**config.mk**
```make
export PLATFORM = sky130hd
export DESIGN_NAME = ret_status_reg
export DESIGN_NICKNAME = d
export VERILOG_FILES = /design/src/rtl/ret_pkg.sv /design/src/rtl/ret_access_mask.sv /design/src/rtl/ret_bit_cell.sv /design/src/rtl/ret_read_port.sv /design/src/rtl/ret_status_reg.sv
export SDC_FILE = /design/constraint.sdc
export NUM_CORES = 1
export LEC_CHECK = 0
export BUFFER_PORTS_ARGS = -buffer_cell sky130_fd_sc_hd__buf_2
export CORE_AREA = 2 2 74 76
export CTS_BUF_LIST = sky130_fd_sc_hd__clkbuf_16
export CTS_CLUSTER_SIZE = 24
export DETAILED_ROUTE_END_ITERATION = 7
export DIE_AREA = 0 0 76 78
export PLACE_DENSITY_LB_ADDON = 0.12
export SYNTH_ARGS = -nofsm -noshare
export SYNTH_HDL_FRONTEND = slang
export SYNTH_SLANG_ARGS = --single-unit
```
**constraint.sdc**
```tcl
create_clock -name clk -period 0.97 [get_ports clk]
set_input_delay 0.291 -clock clk [delete_from_list [all_inputs] [get_ports clk]]
set_output_delay 0.291 -clock clk [all_outputs]
set_load 0.005 [all_outputs]
```
**src/rtl/ret_pkg.sv**
```systemverilog
package ret_pkg;

  // Attributes carried by one bus access.
  typedef struct packed {
    logic secure;
    logic priv;
  } ret_attr_t;

  // Decide whether one access may see and modify one status bit.
  function automatic logic ret_bit_allowed(
    input logic      pin_sec,
    input ret_attr_t attr,
    input logic      sprot,
    input logic      nsprot
  );
    logic ok;
    if (pin_sec) begin
      ok = attr.secure && !(sprot && !attr.priv);
    end else begin
      ok = !(nsprot && !attr.priv);
    end
    return ok;
  endfunction

endpackage

```
**src/rtl/ret_access_mask.sv**
```systemverilog
module ret_access_mask
  import ret_pkg::*;
#(
  parameter int N_PINS = 16
) (
  input  logic [N_PINS-1:0] pin_secure,
  input  ret_attr_t         attr,
  input  logic              sprot,
  input  logic              nsprot,
  output logic [N_PINS-1:0] allow
);

  for (genvar g = 0; g < N_PINS; g++) begin : g_bit
    always_comb begin
      allow[g] = ret_bit_allowed(pin_secure[g], attr, sprot, nsprot);
    end
  end

endmodule

```
**src/rtl/ret_bit_cell.sv**
```systemverilog
module ret_bit_cell (
  input  logic clk,
  input  logic rst_n,
  input  logic set_i,
  input  logic clr_i,
  output logic q
);

  logic bit_en;
  logic bit_d;

  // Set has priority over clear.
  always_comb begin
    bit_en = set_i | clr_i;
    bit_d  = set_i;
  end

  always_ff @(posedge clk or negedge rst_n) begin
    if (!rst_n) begin
      q <= 1'b0;
    end else if (bit_en) begin
      q <= bit_d;
    end
  end

endmodule

```
**src/rtl/ret_read_port.sv**
```systemverilog
module ret_read_port #(
  parameter int N_PINS = 16,
  parameter int BUS_W  = 32
) (
  input  logic              clk,
  input  logic              rst_n,
  input  logic              rd,
  input  logic [N_PINS-1:0] state,
  input  logic [N_PINS-1:0] allow,
  output logic [BUS_W-1:0]  rdata,
  output logic              rvalid
);

  localparam int PAD_W = BUS_W - N_PINS;

  logic [BUS_W-1:0] rdata_d;
  logic             rvalid_d;
  logic             rd_en;

  always_comb begin
    rvalid_d = rd;
    rdata_d  = '0;
    if (rd) begin
      rdata_d = {{PAD_W{1'b0}}, state & allow};
    end
    rd_en = rd | rvalid;
  end

  always_ff @(posedge clk or negedge rst_n) begin
    if (!rst_n) begin
      rvalid <= 1'b0;
    end else begin
      rvalid <= rvalid_d;
    end
  end

  always_ff @(posedge clk or negedge rst_n) begin
    if (!rst_n) begin
      rdata <= '0;
    end else if (rd_en) begin
      rdata <= rdata_d;
    end
  end

endmodule

```
**src/rtl/ret_status_reg.sv**
```systemverilog
module ret_status_reg
  import ret_pkg::*;
#(
  parameter int N_PINS = 16,
  parameter int BUS_W  = 32
) (
  input  logic              clk,
  input  logic              rst_n,
  input  logic              standby_enter,
  input  logic [N_PINS-1:0] ret_en,
  input  logic [N_PINS-1:0] pin_secure,
  input  logic              spriv_prot,
  input  logic              nspriv_prot,
  input  logic              bus_wr,
  input  logic [N_PINS-1:0] bus_wdata,
  input  logic              bus_rd,
  input  logic              bus_secure,
  input  logic              bus_priv,
  output logic [BUS_W-1:0]  bus_rdata,
  output logic              bus_rvalid,
  output logic [N_PINS-1:0] ret_active
);

  ret_attr_t         attr;
  logic [N_PINS-1:0] allow;
  logic [N_PINS-1:0] hw_set;
  logic [N_PINS-1:0] sw_clr;

  always_comb begin
    attr.secure = bus_secure;
    attr.priv   = bus_priv;
    hw_set      = ret_en & {N_PINS{standby_enter}};
    sw_clr      = allow & ~bus_wdata & {N_PINS{bus_wr}};
  end

  ret_access_mask #(.N_PINS(N_PINS)) u_mask (
    .pin_secure (pin_secure),
    .attr       (attr),
    .sprot      (spriv_prot),
    .nsprot     (nspriv_prot),
    .allow      (allow)
  );

  for (genvar g = 0; g < N_PINS; g++) begin : g_cell
    ret_bit_cell u_cell (
      .clk   (clk),
      .rst_n (rst_n),
      .set_i (hw_set[g]),
      .clr_i (sw_clr[g]),
      .q     (ret_active[g])
    );
  end

  ret_read_port #(.N_PINS(N_PINS), .BUS_W(BUS_W)) u_rport (
    .clk    (clk),
    .rst_n  (rst_n),
    .rd     (bus_rd),
    .state  (ret_active),
    .allow  (allow),
    .rdata  (bus_rdata),
    .rvalid (bus_rvalid)
  );

endmodule

```
==> results of run 1 <==
==> final timing paths <==
path / start / end / slack [ns] / depth (start not counted)
setup / recovery: u_rport.rvalid$_DFF_PN0_ / bus_rvalid / -0.13 / 1
hold / removal: ret_en[10] / g_cell[10].u_cell.q$_DFFE_PN0P_ / 0.25 / 2
setup reg to reg: u_rport.rvalid$_DFF_PN0_ / u_rport.rdata[1]$_DFFE_PN0P_ / -0.02 / 4
hold reg to reg: u_rport.rdata[14]$_DFFE_PN0P_ / u_rport.rdata[14]$_DFFE_PN0P_ / 0.48 / 2
max in group asynchronous: rst_n / g_cell[14].u_cell.q$_DFFE_PN0P_ / 0.17 / 3
min in group asynchronous: rst_n / g_cell[11].u_cell.q$_DFFE_PN0P_ / 0.40 / 2
==> cells by family (layout without fill, tap and decap cells) <==
kind of cell / after synthesis / after routing / synth area share [%]
DFF: 33 / 33 / 42.1
and+or+nand+nor: 41 / 41 / 10.4
other: 1 / 16 / 0.191
muxes: 6 / 6 / 3.06
buffers and inverters: 49 / 157 / 16.6
AOI/OAI and AO/OA: 68 / 68 / 27.6
==> Yosys cell counts (3+ instances only) <==
library cell / n / share of area [%]
buf_4: 32 / 12
o22ai_2: 10 / 6.4
a22o_1: 6 / 2.7
a32o_1: 3 / 1.5
mux2i_1: 6 / 3.1
dfrtp_1: 33 / 42
inv_1: 6 / 1.1
nand2_1: 22 / 4.2
o2111ai_1: 12 / 5.4
nand2b_1: 16 / 5.1
a21oi_1: 30 / 7.7
buf_2: 6 / 1.5
a32o_2: 7 / 4.0
clkbuf_1: 3 / 0.57
==> metal layers <==
metal	vias to the layer above	part of all wire [%]	routed length [µm]	global-route usage (%)
met2	79	48	2580	30.0
met4	0	0.36	19	4.36
met1	838	44	2360	22.9
met3	2	6.7	355	6.05
met5	-	0	0	0
li1	914	-	-	-
==> what timing repair did <==
| action | in CTS | in global routing |
|---|---|---|
| resized for setup | 0 | 22 |
| setup endpoints to repair | 33 | 47 |
| hold buffers | 1 | 0 |
| pin swaps | 0 | 8 |
| endpoints found under the hold margin | 7 | 0 |
| buffers inserted | 19 | 13 |
==> through the flow <==
step	cells	setup WS [ns]
floorplan	213	-0.103
global placement	352	-0.253
detailed placement	352	-0.274
CTS	380	-0.165
global route	391	-0.155
finish	391	-0.131
==> report_power, final <==
part	switching (W)	internal [W]
clock network	0.000536	0.00119
logic	0.000502	0.000695
registers	0.0000961	0.00155
==> cell type report <==
| type | count | area (µm²) |
|---|---|---|
| multi-input cells | 131 | 900 |
| inverters | 6 | 22.5 |
| flip-flops and latches | 33 | 826 |
| clock buffers | 5 | 125 |
| fillers | 476 | 2100 |
| clock inverters | 3 | 37.5 |
| repair buffers | 143 | 947 |
| well taps | 70 | 87.6 |
==> flip-flops by register name (all words and copies together) (netlist names) <==
signal and cells:
u_rport.rdata 16, g_cell.u_cell.q 16, u_rport.rvalid 1
==> cells in the final DEF (no fill, tap or decap), types with 2 or more instances in the layout <==
cell type	n
clkbuf_16	5
a21oi_1	27
buf_4	39
a22o_1	6
buf_6	13
o2111ai_1	12
inv_1	7
buf_12	3
a32o_2	7
o22ai_4	2
a32o_1	3
a21oi_2	3
mux2i_1	6
nand2b_1	16
o22ai_2	8
buf_2	86
dfrtp_1	33
and2b_2	2
conb_1	16
nand2_1	22
==> results.rst, run 1 <==
.. list-table::
   :header-rows: 1

   * - Metric
     - Value
   * - Detailed-route wire length
     - 5.31 mm
   * - Post-synthesis instance area
     - 1960 µm²
   * - Maxcap violations
     - 0
   * - Final Skew
     - 0.00592 ns
   * - Num Clock Sinks
     - 33
   * - Final count of pins violating max slew
     - 0
   * - Arrival time of data at the critical path endpoint
     - 0.81 ns
   * - Core Region
     - approximately 5000 µm²
   * - Worst Tran Pin Value
     - approximately 0.5 ns
   * - Die Footprint
     - 5930 µm²
   * - Overall via count from detail_route
     - 1833
   * - Design area
     - 2950 µm²
   * - Outcome
     - finished with violations
   * - Post-synth ARST share
     - between 90% and 100%
   * - Total Power Consumption
     - 0.00457 W
   * - Post-Syn Instances
     - 198
   * - Vias in the first global route
     - 1806
   * - CTS tree
     - yes
   * - Standard-cell rows
     - 26
   * - Layout cell share with drive strength beyond 1
     - 53.3%
   * - Total cell area at the placement stage
     - 2460 µm²
   * - Global-route congestion overflow total
     - 0
   * - Static leakage power
     - around 1.5 nW
   * - Count of pins on the block boundary
     - 106
   * - Highest-delay cell along the critical path
     - dfrtp_1
   * - Post-route DRC
     - 0
   * - CTS Root Cell
     - clkbuf_16
   * - Warning count from the yosys run
     - 0
   * - Power density normalized to cell area
     - about 1600 nW/µm²
   * - Initial Utilization
     - 38.9%
   * - Endpoints failing hold
     - 0
   * - Initial antenna violation count
     - 0
   * - Slack of the critical path
     - -0.131 ns
   * - Violated checks
     - negative setup slack
   * - Worst Setup Path Type
     - register to primary output
   * - Number of flip-flops and latches in the synthesized netlist
     - 33
   * - Layout area overhead
     - 50.1%
   * - Maximum number of pins on one net before global-route repair
     - 27
   * - First-pass GRT wire length
     - 8.48 mm
   * - Total routing usage reported by global routing
     - 18.1%
   * - First-pass iteration count of the detailed router
     - 4
   * - Inserted Diodes
     - 0
   * - Number of nets in the layout
     - approximately 380
   * - Number of buffers on the longest clock path
     - 2
   * - Sequential share of the synthesized area
     - 42.1%
   * - Detailed-placement wirelength estimate
     - around 4 mm
   * - Leading register cell type out of synthesis
     - dfrtp_1
   * - Clock insertion delay at the later pin of the skew report
     - 0.27 ns
   * - Count of flip-flops with a built-in enable after synthesis
     - 0
   * - Post-route fraction of the period consumed by the critical path
     - 113%
   * - Vert. Die Dim
     - between 70 and 80 µm
   * - Element type at the critical path end
     - primary output
   * - Critical path, cell by cell
     - buf_2
   * - Routed length per placed instance
     - around 14 µm
   * - Port bufs
     - 89
   * - Finish-stage setup viols
     - 44
   * - Top fanout value on the critical path
     - 2
   * - Crit start category
     - register
   * - Initial detailed-routing violation count
     - 60
   * - Total negative slack for setup checks
     - -3.35 ns
   * - Post-synth cell types
     - 18
   * - Largest stage delay, worst path
     - 0.40 ns
   * - Fmax achieved
     - 0.908 GHz
   * - Worst-case vdd ir drop
     - around 0.71 mV
   * - Via density per instance
     - 4.69
   * - Family of cells with the greatest summed delay on the critical path
     - flip-flops
   * - GPL Wtd Cong
     - 0.777
   * - Clock-pin slew on the worst setup and hold paths
     - 0.05 ns
   * - H-tree lvl count
     - 2
   * - Hold_ws
     - 0.247 ns
   * - Endpoint required time on the critical path
     - 0.68 ns
   * - Tmin final
     - 1.10 ns
   * - Average cell area after synthesis
     - roughly 9.9 µm²
   * - Antenna violation net count after detailed routing
     - 0
   * - Horizontal die dimension
     - roughly 76 µm
   * - Utilization of the core after routing
     - 58.4%
   * - RSZ-0062 raised after global routing
     - yes
   * - Buffer and inverter count on the worst path
     - 1
   * - Slew Limit Headroom
     - 65.7%
   * - Worst Hold Class
     - primary input to register
   * - Number of clock buffers inserted by TritonCTS
     - 5
(Power assumes the default switching activity.)
==> run 2: changes to the inputs <==
--- a/config.mk
+++ b/config.mk
@@ -12,6 +12,7 @@
 export DETAILED_ROUTE_END_ITERATION = 7
 export DIE_AREA = 0 0 76 78
 export PLACE_DENSITY_LB_ADDON = 0.12
+export RECOVER_POWER = 25
 export SYNTH_ARGS = -nofsm -noshare
 export SYNTH_HDL_FRONTEND = slang
 export SYNTH_SLANG_ARGS = --single-unit
==> results.rst, run 2 (synthesized netlist as in run 1, its figures left out) <==
.. list-table::
   :header-rows: 1

   * - Metric
     - Value
   * - Worst Setup Path Type
     - register to primary output
   * - Maxcap violations
     - 0
   * - Initial detailed-routing violation count
     - between 60 and 70
   * - Number of buffers on the longest clock path
     - 2
   * - GPL Wtd Cong
     - 0.777
   * - Clock-pin slew on the worst setup and hold paths
     - 0.05 ns
   * - Standard-cell rows
     - 26
   * - Total routing usage reported by global routing
     - 18.1%
   * - Routed length per placed instance
     - 13.5 µm
   * - Die Footprint
     - 5930 µm²
   * - Hold_ws
     - 0.249 ns
   * - Depth of the worst register-to-register path
     - 5
   * - Clock insertion delay at the later pin of the skew report
     - 0.27 ns
   * - First-pass GRT wire length
     - 8.48 mm
   * - Via density per instance
     - 4.71
   * - Vert. Die Dim
     - 78 µm
   * - Most common cell after layout, fill and taps aside
     - buf_2
   * - Tmin final
     - 1.10 ns
   * - Number of nets in the layout
     - 377
   * - First-pass iteration count of the detailed router
     - 4
   * - Final Skew
     - 0.00554 ns
   * - Finish-stage setup viols
     - 69
   * - Core Region
     - 5040 µm²
   * - Worst-case vdd ir drop
     - a little over 0.7 mV
   * - Inserted Diodes
     - 0
   * - Fmax achieved
     - 0.909 GHz
   * - Horizontal die dimension
     - 76 µm
   * - Commonest cells after routing, fill and taps aside
     - 85 x buf_2, 38 x buf_4, 33 x dfrtp_1
   * - Highest-delay cell along the critical path
     - dfrtp_1
   * - Slack of the critical path
     - -0.130 ns
   * - Fill cell instance count of the final layout
     - around 480
   * - Worst Tran Pin Value
     - 0.514 ns
   * - Antenna violation net count after detailed routing
     - 0
   * - Slew Limit Headroom
     - 65.7%
   * - End of the worst hold path
     - g_cell[10].u_cell.q$_DFFE_PN0P_
   * - Post-route fraction of the period consumed by the critical path
     - 113%
   * - Count of pins on the block boundary
     - 106
   * - Setup slack after placement
     - -0.274 ns
   * - Largest stage delay, worst path
     - 0.40 ns
   * - Minimum setup slack among reg-to-reg paths
     - -0.02 ns
   * - Crit start category
     - register
   * - Vias in the first global route
     - 1806
   * - Detailed-placement wirelength estimate
     - 3.95 mm
   * - Element type at the critical path end
     - primary output
   * - Buffer and inverter count on the worst path
     - 1
   * - Maximum number of pins on one net before global-route repair
     - 27
   * - Post-route DRC
     - 0
   * - Number of clock buffers inserted by TritonCTS
     - 5
   * - Overall via count from detail_route
     - 1842
   * - H-tree lvl count
     - 2
   * - Worst Hold Class
     - primary input to register
   * - Static leakage power
     - approximately 1.5 nW
   * - Final count of pins violating max slew
     - 0
   * - RSZ-0062 raised after global routing
     - yes
   * - Detailed-route wire length
     - between 5 and 6 mm
   * - CTS tree
     - yes
   * - Critical path, cell by cell
     - buf_2
   * - Num Clock Sinks
     - 33
   * - Top fanout value on the critical path
     - 2
   * - Crit Reg-Reg Startpoint
     - u_rport.rvalid$_DFF_PN0_
   * - Registers with the most flip-flops
     - g_cell.u_cell.q: 16 flops, u_rport.rdata: 16 flops, u_rport.rvalid: 1 flops
   * - Worst Hold Path Cells
     - 2
   * - Power density normalized to cell area
     - 1550 nW/µm²
   * - Layout area overhead
     - 49.9%
   * - Initial Utilization
     - ~40%
   * - Hold Startpoint
     - ret_en[10]
   * - Timing startpoint of the critical path
     - u_rport.rvalid$_DFF_PN0_
   * - Family of cells with the greatest summed delay on the critical path
     - flip-flops
   * - Port bufs
     - 89
   * - Endpoints failing hold
     - 0
   * - Outcome
     - finished with violations
   * - CTS Root Cell
     - clkbuf_16
   * - Endpoint required time on the critical path
     - 0.68 ns
   * - Violated checks
     - negative setup slack
   * - Layout cell share with drive strength beyond 1
     - a little over half
   * - Arrival time of data at the critical path endpoint
     - 0.81 ns
   * - Global-route congestion overflow total
     - 0
   * - Initial antenna violation count
     - 0
   * - Endpoint of the lowest-slack register-to-register path
     - u_rport.rdata[14]$_DFFE_PN0P_
## run 2: through the flow
step / power [W] / instances / utilization, % / instance area [µm²] / TNS (ns)
2_1_floorplan: 0.00224 / 213 / - / 2030 / -1.02
3_3_place_gp: 0.00257 / 352 / 48.8 / 2460 / -6.11
3_5_place_dp: 0.00257 / 352 / 48.8 / 2460 / -6.49
4_1_cts: 0.00448 / 380 / 55.1 / 2780 / -3.54
5_1_grt: 0.00482 / 391 / 58.3 / 2940 / -8.79
6_report: 0.00456 / 391 / 58.3 / 2940 / -4.02
## run 2: how the worst max path moves through the flow
stage	depth (start not counted)	slack, ns	to
6_report	1	-0.13	bus_rvalid
3_5_place_dp	5	-0.27	u_rport.rdata[8]$_DFFE_PN0P_
4_1_cts	1	-0.16	bus_rvalid
2_1_floorplan	4	-0.10	u_rport.rdata[2]$_DFFE_PN0P_
3_3_place_gp	5	-0.25	u_rport.rdata[1]$_DFFE_PN0P_
5_1_grt	3	-0.16	u_rport.rdata[9]$_DFFE_PN0P_
## run 2: per-layer routing
metal / global-route usage (%) / part of all wire [%]
met2: 30.0 / 48
met3: 6.05 / 6.5
met1: 22.9 / 45
met4: 4.36 / 0.36
met5: 0 / 0
## run 2: timing repair
action / CTS / global route
setup buffers: 19 / 13
pin swaps: 0 / 8
hold buffers: 1 / 0
gates resized for setup: 0 / 22
endpoints found under the hold margin: 7 / 0
endpoints found under the setup margin: 33 / 47
## run 2: power breakdown
group          total, W  switching, W  internal (W)
Sequential      0.00164     0.0000959       0.00155
Clock           0.00173      0.000534       0.00119
Combinational   0.00119      0.000502      0.000692
## run 2: layout make-up
type                            instances  area (µm²)  area share, %
Timing Repair Buffer                  143         942           32.0
Multi-Input combinational cell        131         900           30.6
Sequential cell                        33         826           28.1
Clock buffer                            5         125           4.26
Tap cell                               70        87.6           2.98
Clock inverter                          3        37.5           1.28
Inverter                                6        22.5          0.766
==> run 3: changes to the inputs <==
--- a/config.mk
+++ b/config.mk
@@ -11,7 +11,7 @@
 export CTS_CLUSTER_SIZE = 24
 export DETAILED_ROUTE_END_ITERATION = 7
 export DIE_AREA = 0 0 76 78
-export PLACE_DENSITY_LB_ADDON = 0.12
+export PLACE_DENSITY = 0.82
 export RECOVER_POWER = 25
 export SYNTH_ARGS = -nofsm -noshare
 export SYNTH_HDL_FRONTEND = slang
==> results.rst, run 3 (synthesized netlist as in run 1, its figures left out) <==
.. list-table::
   :header-rows: 1

   * - Metric
     - Value
   * - Total Power Consumption
     - about 0.0044 W
   * - CTS Root Cell
     - clkbuf_16
   * - Hold_ws
     - 0.248 ns
   * - Worst Hold Class
     - primary input to register
   * - Number of nets in the layout
     - 383
   * - Endpoints failing hold
     - 0
   * - Antenna violation net count after detailed routing
     - 0
   * - Crit start category
     - register
   * - Vert. Die Dim
     - 78 µm
   * - Overall via count from detail_route
     - ~2000
   * - Outcome
     - finished with violations
   * - First-pass GRT wire length
     - 8.37 mm
   * - Initial detailed-routing violation count
     - 148
   * - Fin cells
     - roughly 400
   * - Post-route fraction of the period consumed by the critical path
     - 112%
   * - Total instance count after detailed placement
     - ~350
   * - Setup slack after placement
     - -0.272 ns
   * - Initial antenna violation count
     - 0
   * - Top fanout value on the critical path
     - 2
   * - Highest-delay cell along the critical path
     - dfrtp_1
   * - Post-route DRC
     - 0
   * - Commonest cells after routing, fill and taps aside
     - 87 x buf_2, 51 x buf_4, 33 x dfrtp_1
   * - Global-route congestion overflow total
     - 0
   * - Worst Setup Path Type
     - register to primary output
   * - Fill cell instance count of the final layout
     - about 440
   * - Final Skew
     - 0.00515 ns
   * - Standard-cell rows
     - 26
   * - Layout cell share with drive strength beyond 1
     - 54.7%
   * - Slack of the critical path
     - -0.120 ns
   * - Maximum number of pins on one net before global-route repair
     - 34
   * - Registers with the most flip-flops
     - g_cell.u_cell.q: 16 flops, u_rport.rdata: 16 flops, u_rport.rvalid: 1 flops
   * - Buffer and inverter count on the worst path
     - 1
   * - Layout area overhead
     - 50.7%
   * - Horizontal die dimension
     - 76 µm
   * - Detailed-route wire length
     - 5.82 mm
   * - Worst Tran Pin Value
     - 0.538 ns
   * - Most common cell after layout, fill and taps aside
     - buf_2
   * - Maxcap violations
     - 0
   * - Core Region
     - 5040 µm²
   * - GPL Wtd Cong
     - 0.826
   * - Critical path, cell by cell
     - buf_2
   * - Family of cells with the greatest summed delay on the critical path
     - flip-flops
   * - Tmin final
     - 1.09 ns
   * - Via density per instance
     - about 5
   * - Port bufs
     - 89
   * - Number of buffers on the longest clock path
     - 2
   * - Finish-stage setup viols
     - 49
   * - Final count of pins violating max slew
     - 0
   * - Vias in the first global route
     - 1874
   * - Clock-pin slew on the worst setup and hold paths
     - 0.05 ns
   * - Total routing usage reported by global routing
     - 17.7%
   * - Violated checks
     - negative setup slack
   * - Count of pins on the block boundary
     - 106
   * - First-pass iteration count of the detailed router
     - 4
   * - Inserted Diodes
     - 0
   * - Fmax achieved
     - approximately 0.92 GHz
   * - Largest stage delay, worst path
     - slightly below 0.4 ns
   * - Routed length per placed instance
     - 14.7 µm
   * - Num Clock Sinks
     - 33
   * - Clock insertion delay at the later pin of the skew report
     - 0.27 ns
   * - H-tree lvl count
     - 2
   * - Static leakage power
     - 1.55 nW
   * - Detailed-placement wirelength estimate
     - between 3 and 4 mm
   * - Initial Utilization
     - 38.9%
   * - Slew Limit Headroom
     - between 60% and 70%
   * - Element type at the critical path end
     - primary output
   * - Worst-case vdd ir drop
     - 0.810 mV
   * - Endpoint required time on the critical path
     - 0.68 ns
   * - CTS tree
     - yes
   * - Number of clock buffers inserted by TritonCTS
     - 5
   * - Die Footprint
     - 5930 µm²
   * - Arrival time of data at the critical path endpoint
     - 0.80 ns
   * - RSZ-0062 raised after global routing
     - yes
   * - Power density normalized to cell area
     - 1480 nW/µm²
## run 3: cell count changes in the layout (fill, tap and decap cells not counted), sizes merged
cell | previous run | this run
buf | 139 | 145
clkinv | 1 | 2
bufinv | 1 | 0
## run 3: where the power goes
| group | internal [W] | leakage, nW | switching, W |
|---|---|---|---|
| clock network | 0.000930 | 0.0748 | 0.000547 |
| logic | 0.000719 | 1.08 | 0.000535 |
| registers | 0.00155 | 0.389 | 0.0000928 |
## run 3: timing repair
action / in CTS / in global routing
pin swaps: 0 / 2
gates resized for setup: 0 / 9
endpoints found under the hold margin: 33 / 0
buffers inserted: 23 / 12
endpoints found under the setup margin: 33 / 51
gates cloned: 0 / 1
hold buffers: 1 / 0
## run 3: routing by layer
metal  track usage, %  vias to the layer above  share of wire (%)
li1                 -                      922                  -
met1             20.3                      963                 41
met2             32.6                       82                 52
met3             4.30                        8                5.7
met4             5.64                        0                1.3
met5                0                        -                  0
## run 3: path summary, 6_finish.rpt
check	start	to	slack (ns)	cells after the start
min reg2reg	u_rport.rdata[13]$_DFFE_PN0P_	u_rport.rdata[13]$_DFFE_PN0P_	0.48	2
max reg2reg	u_rport.rvalid$_DFF_PN0_	u_rport.rdata[0]$_DFFE_PN0P_	-0.07	4
max in group asynchronous	rst_n	u_rport.rdata[5]$_DFFE_PN0P_	0.19	3
min	ret_en[11]	g_cell[11].u_cell.q$_DFFE_PN0P_	0.25	2
max	u_rport.rdata[4]$_DFFE_PN0P_	bus_rdata[4]	-0.12	1
min in group asynchronous	rst_n	u_rport.rdata[12]$_DFFE_PN0P_	0.53	3
## run 3: stage by stage
| stage | util, % | cell area (µm²) | TNS (ns) |
|---|---|---|---|
| 2_1_floorplan | - | 2030 | -1.02 |
| 3_3_place_gp | 49.6 | 2500 | -6.23 |
| 3_5_place_dp | 49.6 | 2500 | -6.68 |
| 4_1_cts | 56.0 | 2820 | -3.36 |
| 5_1_grt | 58.6 | 2960 | -5.55 |
| 6_report | 58.6 | 2960 | -4.03 |
## run 3: final cells by class
type                       instances  area, µm²  area share (%)
multi-input combinational        131        895            30.3
clock buffer                       5        125            4.23
inverter                           6       22.5           0.762
timing repair buffer             149        987            33.4
tap                               70       87.6            2.96
clock inverter                     3       13.8           0.466
sequential                        33        826            27.9
